==> config.mk <==
export PLATFORM = sky130hd
export DESIGN_NAME = mmdiv
export DESIGN_NICKNAME = d
export VERILOG_FILES = /design/src/rtl/mmdiv_pkg.sv /design/src/rtl/div_step.sv /design/src/rtl/div_iter_core.sv /design/src/rtl/mmdiv.sv
export SDC_FILE = /design/constraint.sdc
export NUM_CORES = 1
export LEC_CHECK = 0
export ABC_CLOCK_PERIOD_IN_PS = 18290
export BUFFER_PORTS_ARGS = -buffer_cell sky130_fd_sc_hd__buf_2
export CAP_MARGIN = 0
export CORE_MARGIN = 2
export CORE_UTILIZATION = 50
export CTS_BUF_LIST = sky130_fd_sc_hd__clkbuf_2
export DETAILED_ROUTE_END_ITERATION = 16
export PLACE_DENSITY_LB_ADDON = 0.12
export SETUP_SLACK_MARGIN = 0.02
export SLEW_MARGIN = 20
export SYNTH_ARGS = -nofsm -noshare
export SYNTH_HDL_FRONTEND = slang
export SYNTH_SLANG_ARGS = --single-unit
==> constraint.sdc <==
create_clock -name clk -period 18.29 [get_ports clk]
set_input_delay 3.658 -clock clk [delete_from_list [all_inputs] [get_ports clk]]
set_output_delay 3.658 -clock clk [all_outputs]
set_load 0.01 [all_outputs]
==> src/rtl/mmdiv_pkg.sv <==
// Shared definitions for the divider peripheral: register offsets,
// status bit positions and the address decoder.
package mmdiv_pkg;

    localparam logic [7:0] OFS_UDVD = 8'h60;
    localparam logic [7:0] OFS_UDVS = 8'h64;
    localparam logic [7:0] OFS_SDVD = 8'h68;
    localparam logic [7:0] OFS_SDVS = 8'h6C;
    localparam logic [7:0] OFS_QUOT = 8'h70;
    localparam logic [7:0] OFS_REM  = 8'h74;
    localparam logic [7:0] OFS_STAT = 8'h78;

    localparam int STAT_READY_BIT = 0;
    localparam int STAT_DIRTY_BIT = 1;

    typedef enum logic [2:0] {
        SEL_NONE, SEL_UDVD, SEL_UDVS, SEL_SDVD,
        SEL_SDVS, SEL_QUOT, SEL_REM,  SEL_STAT
    } reg_sel_e;

    // Map a byte offset onto a register selector.
    function automatic reg_sel_e decode_ofs(input logic [7:0] a);
        case (a)
            OFS_UDVD: return SEL_UDVD;
            OFS_UDVS: return SEL_UDVS;
            OFS_SDVD: return SEL_SDVD;
            OFS_SDVS: return SEL_SDVS;
            OFS_QUOT: return SEL_QUOT;
            OFS_REM:  return SEL_REM;
            OFS_STAT: return SEL_STAT;
            default:  return SEL_NONE;
        endcase
    endfunction

endpackage

==> src/rtl/div_step.sv <==
// One radix-2 restoring step.
// The next dividend bit is shifted into the partial remainder, and the
// divisor is subtracted when it fits. One quotient bit enters at the
// bottom of the shift register.
// Assumes the partial remainder is below the divisor, or that the
// divisor is zero. Either way the result fits in W bits.
module div_step #(
    parameter int W = 32
) (
    input  logic [W-1:0] rem_i,
    input  logic [W-1:0] shf_i,
    input  logic [W-1:0] dvs_i,
    output logic [W-1:0] rem_o,
    output logic [W-1:0] shf_o
);
    logic [W:0] cat;
    logic [W:0] diff;

    // Trial subtraction; the borrow bit decides keep or restore.
    always_comb begin
        cat  = {rem_i, shf_i[W-1]};
        diff = cat - {1'b0, dvs_i};
        if (diff[W]) begin
            rem_o = cat[W-1:0];
            shf_o = {shf_i[W-2:0], 1'b0};
        end else begin
            rem_o = diff[W-1:0];
            shf_o = {shf_i[W-2:0], 1'b1};
        end
    end
endmodule

==> src/rtl/div_iter_core.sv <==
// Iterative divider core.
// Works on operand magnitudes and retires RADIX_BITS quotient bits per
// cycle, using that many chained radix-2 restoring steps. The signs of
// the results are applied on the way out.
// Assumes W is a multiple of RADIX_BITS.
// start_i loads new operands. abort_i stops a running operation.
// fin_o is high in the final iteration cycle, together with the
// finished quotient and remainder.
module div_iter_core #(
    parameter int W          = 32,
    parameter int RADIX_BITS = 4
) (
    input  logic         clk,
    input  logic         rst_n,
    input  logic         start_i,
    input  logic         signed_i,
    input  logic [W-1:0] dvd_i,
    input  logic [W-1:0] dvs_i,
    input  logic         abort_i,
    output logic         busy_o,
    output logic         fin_o,
    output logic [W-1:0] quot_o,
    output logic [W-1:0] rem_o
);
    localparam int ITER = W / RADIX_BITS;
    localparam int CW   = (ITER > 1) ? $clog2(ITER) : 1;

    logic          busy_q;
    logic [CW-1:0] cnt_q;
    logic [W-1:0]  rem_q, shf_q, dvs_q;
    logic          negq_q, negr_q;

    logic          dvd_neg, dvs_neg;
    logic [W-1:0]  dvd_mag, dvs_mag;

    logic [W-1:0]  rem_c [RADIX_BITS+1];
    logic [W-1:0]  shf_c [RADIX_BITS+1];

    // Magnitudes and signs of the incoming operands.
    always_comb begin
        dvd_neg = signed_i & dvd_i[W-1];
        dvs_neg = signed_i & dvs_i[W-1];
        dvd_mag = dvd_neg ? (~dvd_i + 1'b1) : dvd_i;
        dvs_mag = dvs_neg ? (~dvs_i + 1'b1) : dvs_i;
    end

    assign rem_c[0] = rem_q;
    assign shf_c[0] = shf_q;

    // One radix-2 step per quotient bit retired in a cycle.
    for (genvar g = 0; g < RADIX_BITS; g++) begin : g_step
        div_step #(.W(W)) u_step (
            .rem_i (rem_c[g]),
            .shf_i (shf_c[g]),
            .dvs_i (dvs_q),
            .rem_o (rem_c[g+1]),
            .shf_o (shf_c[g+1])
        );
    end

    // Iteration state: load, cancel, or advance one radix step.
    always_ff @(posedge clk) begin
        if (!rst_n) begin
            busy_q <= 1'b0;
            cnt_q  <= '0;
            rem_q  <= '0;
            shf_q  <= '0;
            dvs_q  <= '0;
            negq_q <= 1'b0;
            negr_q <= 1'b0;
        end else if (start_i) begin
            busy_q <= 1'b1;
            cnt_q  <= '0;
            rem_q  <= '0;
            shf_q  <= dvd_mag;
            dvs_q  <= dvs_mag;
            negq_q <= dvd_neg ^ dvs_neg;
            negr_q <= dvd_neg;
        end else if (abort_i) begin
            busy_q <= 1'b0;
        end else if (busy_q) begin
            rem_q <= rem_c[RADIX_BITS];
            shf_q <= shf_c[RADIX_BITS];
            cnt_q <= cnt_q + 1'b1;
            if (cnt_q == CW'(ITER - 1)) busy_q <= 1'b0;
        end
    end

    // Final-cycle strobe and sign-corrected outputs.
    always_comb begin
        fin_o  = busy_q && (cnt_q == CW'(ITER - 1)) && !start_i && !abort_i;
        quot_o = negq_q ? (~shf_c[RADIX_BITS] + 1'b1) : shf_c[RADIX_BITS];
        rem_o  = negr_q ? (~rem_c[RADIX_BITS] + 1'b1) : rem_c[RADIX_BITS];
    end

    assign busy_o = busy_q;
endmodule

==> src/rtl/mmdiv.sv <==
// Register-mapped integer divider with a state-save interface.
// Holds the operand, result and status registers and decodes the bus.
// Starts the core on a divisor write. Result-register writes restore
// saved state and cancel work in flight.
// Assumes at most one bus access per cycle.
// Read data is combinational from the registers.
module mmdiv #(
    parameter int DATA_W     = 32,
    parameter int ADDR_W     = 8,
    parameter int RADIX_BITS = 4
) (
    input  logic              clk,
    input  logic              rst_n,
    input  logic [ADDR_W-1:0] addr,
    input  logic              wr_en,
    input  logic [DATA_W-1:0] wr_data,
    input  logic              rd_en,
    output logic [DATA_W-1:0] rd_data
);
    import mmdiv_pkg::*;

    reg_sel_e          sel;
    logic [DATA_W-1:0] dvd_q, dvs_q, quot_q, rem_q;
    logic              dirty_q;
    logic              ready_w;
    logic              wr_dvd, wr_dvs, wr_sgn, wr_quot, wr_rem, rd_quot;
    logic              core_busy, core_fin;
    logic [DATA_W-1:0] core_quot, core_rem;

    // Decode the access into per-register strobes.
    always_comb begin
        sel     = decode_ofs(addr[7:0]);
        wr_dvd  = wr_en && (sel == SEL_UDVD || sel == SEL_SDVD);
        wr_dvs  = wr_en && (sel == SEL_UDVS || sel == SEL_SDVS);
        wr_sgn  = (sel == SEL_SDVS);
        wr_quot = wr_en && (sel == SEL_QUOT);
        wr_rem  = wr_en && (sel == SEL_REM);
        rd_quot = rd_en && (sel == SEL_QUOT);
    end

    div_iter_core #(.W(DATA_W), .RADIX_BITS(RADIX_BITS)) u_core (
        .clk      (clk),
        .rst_n    (rst_n),
        .start_i  (wr_dvs),
        .signed_i (wr_sgn),
        .dvd_i    (dvd_q),
        .dvs_i    (wr_data),
        .abort_i  (wr_quot | wr_rem),
        .busy_o   (core_busy),
        .fin_o    (core_fin),
        .quot_o   (core_quot),
        .rem_o    (core_rem)
    );

    assign ready_w = !core_busy;

    // Operand registers keep the last written values.
    always_ff @(posedge clk) begin
        if (!rst_n) begin
            dvd_q <= '0;
            dvs_q <= '0;
        end else begin
            if (wr_dvd) dvd_q <= wr_data;
            if (wr_dvs) dvs_q <= wr_data;
        end
    end

    // Result registers: a bus restore has priority over completion.
    always_ff @(posedge clk) begin
        if (!rst_n) begin
            quot_q <= '0;
            rem_q  <= '0;
        end else begin
            if (wr_quot)       quot_q <= wr_data;
            else if (core_fin) quot_q <= core_quot;
            if (wr_rem)        rem_q  <= wr_data;
            else if (core_fin) rem_q  <= core_rem;
        end
    end

    // Dirty flag: set by state writes, cleared by a quotient read.
    always_ff @(posedge clk) begin
        if (!rst_n)                                     dirty_q <= 1'b0;
        else if (wr_dvd || wr_dvs || wr_quot || wr_rem) dirty_q <= 1'b1;
        else if (rd_quot)                               dirty_q <= 1'b0;
    end

    // Read multiplexer.
    always_comb begin
        rd_data = '0;
        if (rd_en) begin
            case (sel)
                SEL_UDVD, SEL_SDVD: rd_data = dvd_q;
                SEL_UDVS, SEL_SDVS: rd_data = dvs_q;
                SEL_QUOT:           rd_data = quot_q;
                SEL_REM:            rd_data = rem_q;
                SEL_STAT: begin
                    rd_data[STAT_READY_BIT] = ready_w;
                    rd_data[STAT_DIRTY_BIT] = dirty_q;
                end
                default:            rd_data = '0;
            endcase
        end
    end
endmodule

==> results list, run 1 <==
- The flow ran to the end, and the final reports show no timing, DRC or antenna violations.
- Sequential area share after synthesis: 21.53%
- In this run the critical register-to-register path is launched from dvs_q[0].
* Largest clock skew in the final design: 0.06069 ns
* Hold Path Origin: dvs_q[9]
- Detailed router's first-iteration violation count: 2476
* Period utilization: 94.18%
- Prior to clock tree synthesis, the placed netlist has a worst setup slack of 0.5304 ns.
- Worst slack on hold paths: 0.4590 ns
* Total congestion overflow after global routing: 0
- Subtracting the final worst setup slack from the clock period gives 17.23 ns.
- Counting along the longest clock path gives a buffer depth of 3.
- Clock tree synthesis found a total of 230 sinks.
- STA puts the critical path data arrival time at 18.03 ns.
- The first detailed-routing pass ran for 7 iterations.
- The worst setup path is of the reg -> reg kind.
- At the pin with the least slew margin, the transition time is 1.128 ns.
* Area growth from synthesis to final layout: 5.311%
* Die area: 44450 um^2
- Entering global routing, the biggest net connects 100 pins.
* ANT nets after route: 0
- Measured against its own limit, the worst slew margin works out to 24.77%.
- Number of antenna violations at the first check in global routing: 2
- Synthesis handed over a netlist of 2993 instances.
* Worst hold path type: reg -> reg
- TritonCTS built the clock tree.
* Number of global-route vias before repair: 21900
* Cell seen most often among critical-path stages: sky130_fd_sc_hd__a21o_1
- The count of final max-slew check failures came to 0.
* Core Footprint: 42040 um^2
* Number of setup buffers added after CTS: 0
- Worst setup margin: 1.064 ns
- For this design, the slowest cell found on the critical path is sky130_fd_sc_hd__a222oi_1.
* Max_cap viols: 0
- Vias after detailed routing: 23430
- Register bit count reported by yosys: 230
- For this run, the total global-route usage over all layers was measured as 35.62%.
- The count of buffers added on input and output ports is 75.
* Number of gates resized after CTS: 0
- The first global-routing pass estimated 124.5 mm of wire.
- Worst stage delay on the critical path: 0.91 ns
- Among all flip-flop cells after synthesis, the most frequent one is sky130_fd_sc_hd__dfxtp_1.
- Buffers inserted to repair hold after CTS numbered 0.
* Placed wire-length estimate: 60.47 mm
* Net count reported at finish: 3155
- Maximum net fanout on the critical path: 36
- Fraction of final layout cells with drive strength greater than 1: 9.290%
* H-Tree Level Count: 2
- Counting flops with an async set or reset pin after synthesis yields a share of 0%.
- Number of warnings issued by yosys: 0
- Total wire length after detailed routing: 80.97 mm
* CTS Root Cell: sky130_fd_sc_hd__clkbuf_2
- Worst-case register-to-register setup slack: 1.06 ns
- Top area cells in the synthesized netlist: sky130_fd_sc_hd__dfxtp_1 (22%), sky130_fd_sc_hd__a21oi_1 (8.0%), sky130_fd_sc_hd__nand2_1 (7.9%)
* Routability Congestion: 1.002
- Counting flops with a built-in enable in the synthesized netlist gives 0.
* Cell taking the most area after synthesis: sky130_fd_sc_hd__dfxtp_1
* Clk_lat worst skew: 0.97 ns
* Fmax: 0.05805 GHz
* Final standard cell area without fillers: 22530 um^2
* CP startpoint kind: register
- Crit path buf inv count: 6
- Number of rows in the core area: 75
* Synthesized area: 21390 um^2
- Worst path required time: 19.09 ns
- Final setup violation count: 0
- Netlist cell types: 102
- The cell family contributing the most delay on the critical path is compound AO/OA/AOI/OAI gates.
- In this run the count of I/O pins placed on the die edge is 76.
* Synthesized netlist net count: 3175
* Total clock buffers created by CTS: 60
- The initial utilization of the core area, before any placement, comes to 50.88%.
- Hold violation count in the final report: 0
- Placed instance area: 21950 um^2
- Startpoint of the worst setup timing path: dvs_q[0]
* Critical path endpoint category: register
* Die boundary height: 210.8 um
* Die W: 210.8 um
- Drt wl/cell: 22.78 um
- In this run the biggest area consumer among cell types represents 21.53% of the synthesized area.
* Clock transition time at the flip-flop clock pins of the worst setup and hold paths: 0.11 ns
* Post-route DRC: 0
* Mean instance size in the synthesized netlist: 7.147 um^2
* Vias per std cell: 6.591
[tightest hold or removal path, cell delays in order, from the launching register on]
cell and delay [ns]:
sky130_fd_sc_hd__dfxtp_1 0.32, sky130_fd_sc_hd__nand2_1 0.05, sky130_fd_sc_hd__a21oi_1 0.05
[worst paths after layout]
kind,to,depth (start not counted)
worst min register to register,dvs_q[9],2
worst max-delay path,rem_q[29],54
worst max register to register,rem_q[29],54
worst min-delay path,dvs_q[9],2
[cell families after synthesis]
| kind of cell | Yosys count | share of synthesized area [%] |
|---|---|---|
| XOR/XNOR | 206 | 8.505 |
| AO/OA/AOI/OAI | 1063 | 33.20 |
| buffers and inverters | 298 | 5.574 |
| adder cells (fa/ha/maj) | 138 | 8.212 |
| multiplexers | 32 | 1.550 |
| flip-flops | 230 | 21.53 |
| AND/OR/NAND/NOR | 1026 | 21.43 |
[registers in the layout, indices dropped and copies added, names as in the netlist]
signal,flops
dvs_q,32
u_core.dvs_q,31
dvd_q,32
dirty_q,1
u_core.cnt_q,3
u_core.rem_q,32
u_core.busy_o,1
u_core.negr_q,1
u_core.shf_q,32
quot_q,32
rem_q,32
u_core.negq_q,1
[layout make-up]
cell class	count	area (um^2)
repair buffers	112	650.6
clock inverters	21	121.4
clock buffers	82	410.4
multi-input cells	2466	15670
inverters	103	392.9
flip-flops and latches	230	4604
well taps	539	674.4
diodes	1	2.502
fillers	4203	19510
[cell usage after synthesis (30+ instances only)]
master                     instances
sky130_fd_sc_hd__a311oi_1         36
sky130_fd_sc_hd__a21o_1           66
sky130_fd_sc_hd__a22oi_1         115
sky130_fd_sc_hd__a211oi_1         66
sky130_fd_sc_hd__nand2_1         452
sky130_fd_sc_hd__o21ai_0         127
sky130_fd_sc_hd__clkbuf_1        156
sky130_fd_sc_hd__xor2_1           56
sky130_fd_sc_hd__nor3_1           52
sky130_fd_sc_hd__a31oi_1          32
sky130_fd_sc_hd__nor2_1          272
sky130_fd_sc_hd__a21oi_1         341
sky130_fd_sc_hd__dfxtp_1         230
sky130_fd_sc_hd__xnor2_1         148
sky130_fd_sc_hd__ha_1            134
sky130_fd_sc_hd__nand2b_1         30
sky130_fd_sc_hd__o21a_1           31
sky130_fd_sc_hd__inv_1           102
sky130_fd_sc_hd__nand3_1          64
sky130_fd_sc_hd__o31ai_1          33
[cell usage in the layout, fill, tap and decap left out, types with 21 or more instances in the layout]
cell / n
sky130_fd_sc_hd__a211oi_1: 65
sky130_fd_sc_hd__a21o_1: 66
sky130_fd_sc_hd__a21oi_1: 341
sky130_fd_sc_hd__a22oi_1: 115
sky130_fd_sc_hd__a311oi_1: 36
sky130_fd_sc_hd__a31oi_1: 32
sky130_fd_sc_hd__and3_1: 21
sky130_fd_sc_hd__buf_2: 75
sky130_fd_sc_hd__buf_4: 36
sky130_fd_sc_hd__clkbuf_2: 83
sky130_fd_sc_hd__dfxtp_1: 230
sky130_fd_sc_hd__ha_1: 134
sky130_fd_sc_hd__inv_1: 101
sky130_fd_sc_hd__mux2i_1: 23
sky130_fd_sc_hd__nand2_1: 450
sky130_fd_sc_hd__nand2b_1: 30
sky130_fd_sc_hd__nand3_1: 63
sky130_fd_sc_hd__nand4_1: 22
sky130_fd_sc_hd__nor2_1: 267
sky130_fd_sc_hd__nor3_1: 52
sky130_fd_sc_hd__o211ai_1: 23
sky130_fd_sc_hd__o21a_1: 31
sky130_fd_sc_hd__o21ai_0: 126
sky130_fd_sc_hd__o31ai_1: 33
sky130_fd_sc_hd__xnor2_1: 148
sky130_fd_sc_hd__xor2_1: 56
[per-layer routing]
metal | wire [um] | global-route usage [%] | up-vias
met5 | 13 | 0 | -
met4 | 3841 | 17.46 | 2
met3 | 6636 | 4.163 | 220
met2 | 36620 | 57.60 | 1186
met1 | 33860 | 47.19 | 11090
li1 | - | - | 10930
[stage by stage]
step                TNS (ns)  utilization, %  instances
detailed placement         0           52.22       3448
global route         -0.1951           53.58       3554
global placement           0           52.22       3448
CTS                        0           53.49       3551
floorplan                  0               -       2993
finish                     0           53.58       3554
Power of run 1 is left out: the tool's default activity adds up to more than one toggle a clock period on the data nets, which glitch-free logic cannot reach.
==> run 2: changes to the inputs <==
- GPL_TIMING_DRIVEN: unset -> 0
==> run 2 against run 1 <==
  * Die area unchanged
  * Maximum frequency decreased by 1.8%
  * Cell area increased by 3.3%
  * Critical path depth increased by 13
  * Global-route usage increased by 5.1 points
  * Sequential cell count unchanged
  * Non-clock buffer count increased by 157
  * Worst hold slack about the same
  * Routed wire length increased by 15%
  * Worst setup slack got worse by 0.31 ns
  * Count of clock-buffer cells in the layout increased by 3
  * First-iteration DRC count decreased by 0.12%
  * Critical endpoint is now rem_q[24]
  * Highest routed layer is now met4
==> results list, run 2 (synthesized netlist as in run 1, its figures left out) <==
* Number of global-route vias before repair: 23250
* Total length of routed met3 wires: 7.587 mm
- Effective utilization at floorplan: 50.88%
- The worst path uses 95.89% of the clock period.
- On the worst path, the slowest cell contributes a delay of 0.72 ns.
- Fraction of final layout cells with drive strength greater than 1: 9.122%
- Data arrival time of the worst path: 18.34 ns
- 76 I/O pins were placed.
- RSZ-0062 raised after global routing: no
* Vias after detailed routing: 24400
- Largest clock skew in the final design: 0.06565 ns
- Count of buffers inserted at the top-level ports: 55
- Timing would allow up to 0.05702 GHz.
- The critical path is of the reg -> reg type.
- Commonest cells after routing, fill and taps aside: sky130_fd_sc_hd__nand2_1 (452), sky130_fd_sc_hd__a21oi_1 (339), sky130_fd_sc_hd__nor2_1 (270), sky130_fd_sc_hd__dfxtp_1 (228), sky130_fd_sc_hd__xnor2_1 (148)
- At the pin with the least slew margin, the transition time is 1.229 ns.
- The first global-routing pass estimated 137.8 mm of wire.
* Pins Over Slew Limit: 0
- Top Metal Used: met4
* CP startpoint kind: register
- Met2 routed wirelength: 43.21 mm
* Worst slew slack as a fraction of its limit: 17.92%
* Net count reported at finish: 3311
- The run finished with clean final reports.
- Overall routing resource usage: 40.76%
* Post-route DRC: 0
- CTS tree: yes
* Total congestion overflow after global routing: 0
- Metal-1 WL: 35.38 mm
- Max_cap viols: 0
- The largest individual stage delay along the critical path comes from the cell sky130_fd_sc_hd__clkbuf_1.
* Die W: 210.8 um
- The worst setup path is captured at a register.
* Total clock buffers created by CTS: 60
- Counting instances, the worst hold path has a depth of 2.
- The number of antenna violations at the first check in global routing was 2.
- ANT nets after route: 0
- Non-filler cells, final: 3710
- Leaving out fill and tap cells, the most frequent cell in the layout is sky130_fd_sc_hd__nand2_1.
- Routability-driven placement finished with a final weighted congestion of 1.054.
* Clock transition time at the flip-flop clock pins of the worst setup and hold paths: 0.09 ns
- The clock drives 230 sinks.
- Clk_lat worst skew: 1.00 ns
* Vias per std cell: 6.576
- H-Tree Level Count: 2
- Detailed-router iteration count before antenna repair: 6
- Area growth from synthesis to final layout: 8.786%
- Detailed router's first-iteration violation count: 2473
- The tightest min-delay check is of the reg -> reg type.
* Die boundary height: 210.8 um
- Number of rows in the core area: 75
- The clock period could shrink to 17.54 ns.
- Core Footprint: 42040 um^2
- Placed wire-length estimate: 73.87 mm
* Total wire length after detailed routing: 93.17 mm
- The die covers 44450 um^2.
- CTS Root Cell: sky130_fd_sc_hd__clkbuf_2
- Worst path required time: 19.09 ns
- Worst Reg2Reg Path Length in Cells: 67
- Cell seen most often among critical-path stages: sky130_fd_sc_hd__ha_1
- Final setup violation count: 0
- CTS max path bufs: 3
- Hold violation count in the final report: 0
- Largest net degree at the start of global routing: 17
* Drt wl/cell: 25.11 um
* Total instance count after detailed placement: 3588
- Of all nets on the critical path, the largest fanout is 10.
run 2: layout make-up:
| class | count | area (um^2) |
|---|---|---|
| diodes | 3 | 7.507 |
| plain buffers | 195 | 860.8 |
| clock buffers | 85 | 425.4 |
| clock inverters | 16 | 96.34 |
| fillers | 4200 | 18770 |
| inverters | 103 | 390.4 |
| multi-input cells | 2465 | 15800 |
| flip-flops and latches | 230 | 4607 |
| well taps | 539 | 674.4 |
| repair buffers | 74 | 412.9 |
run 2: repair_timing:
action,4_1_cts,5_1_grt
resized for setup,44,37
setup endpoints to repair,97,57
setup buffers,5,12
hold buffers,0,0
pin swaps,6,8
run 2: critical path: cells and delay by family (launching register included):
family | cells | cell delay, ns
AOI/OAI and AO/OA | 28 | 7.16
xor gates and xnor gates | 2 | 0.53
adders and majority gates | 6 | 1.83
buffers and inverters | 15 | 4.11
DFF | 1 | 0.50
muxes | 1 | 0.27
and+or+nand+nor | 15 | 2.87
run 2: worst paths after layout:
check / start / end / slack (ns)
max reg2reg: dvs_q[0] / rem_q[24] / 0.75
max: dvs_q[0] / rem_q[24] / 0.75
min reg2reg: dvs_q[6] / dvs_q[6] / 0.46
min: dvs_q[6] / dvs_q[6] / 0.46
run 2: per-layer routing:
metal / vias up / track usage [%]
met1: 11460 / 47.90
met5: - / 0
met3: 361 / 5.709
met2: 1306 / 69.02
li1: 11270 / -
met4: 0 / 27.78
run 2: per-stage QoR:
step | TNS, ns | utilization, % | hold slack [ns] | worst slack (ns) | cell area, um^2
detailed placement | -309.46 | 53.16 | 0.4481 | -4.619 | 22350
global placement | -322.50 | 53.14 | 0.4431 | -4.771 | 22340
floorplan | 0 | - | 0.4361 | 3.484 | 21390
CTS | 0 | 54.81 | 0.4605 | 0.03804 | 23040
global route | 0 | 55.34 | 0.4766 | 0.01361 | 23260
finish | 0 | 55.35 | 0.4590 | 0.7514 | 23270
Power of run 2 is left out for the same reason.
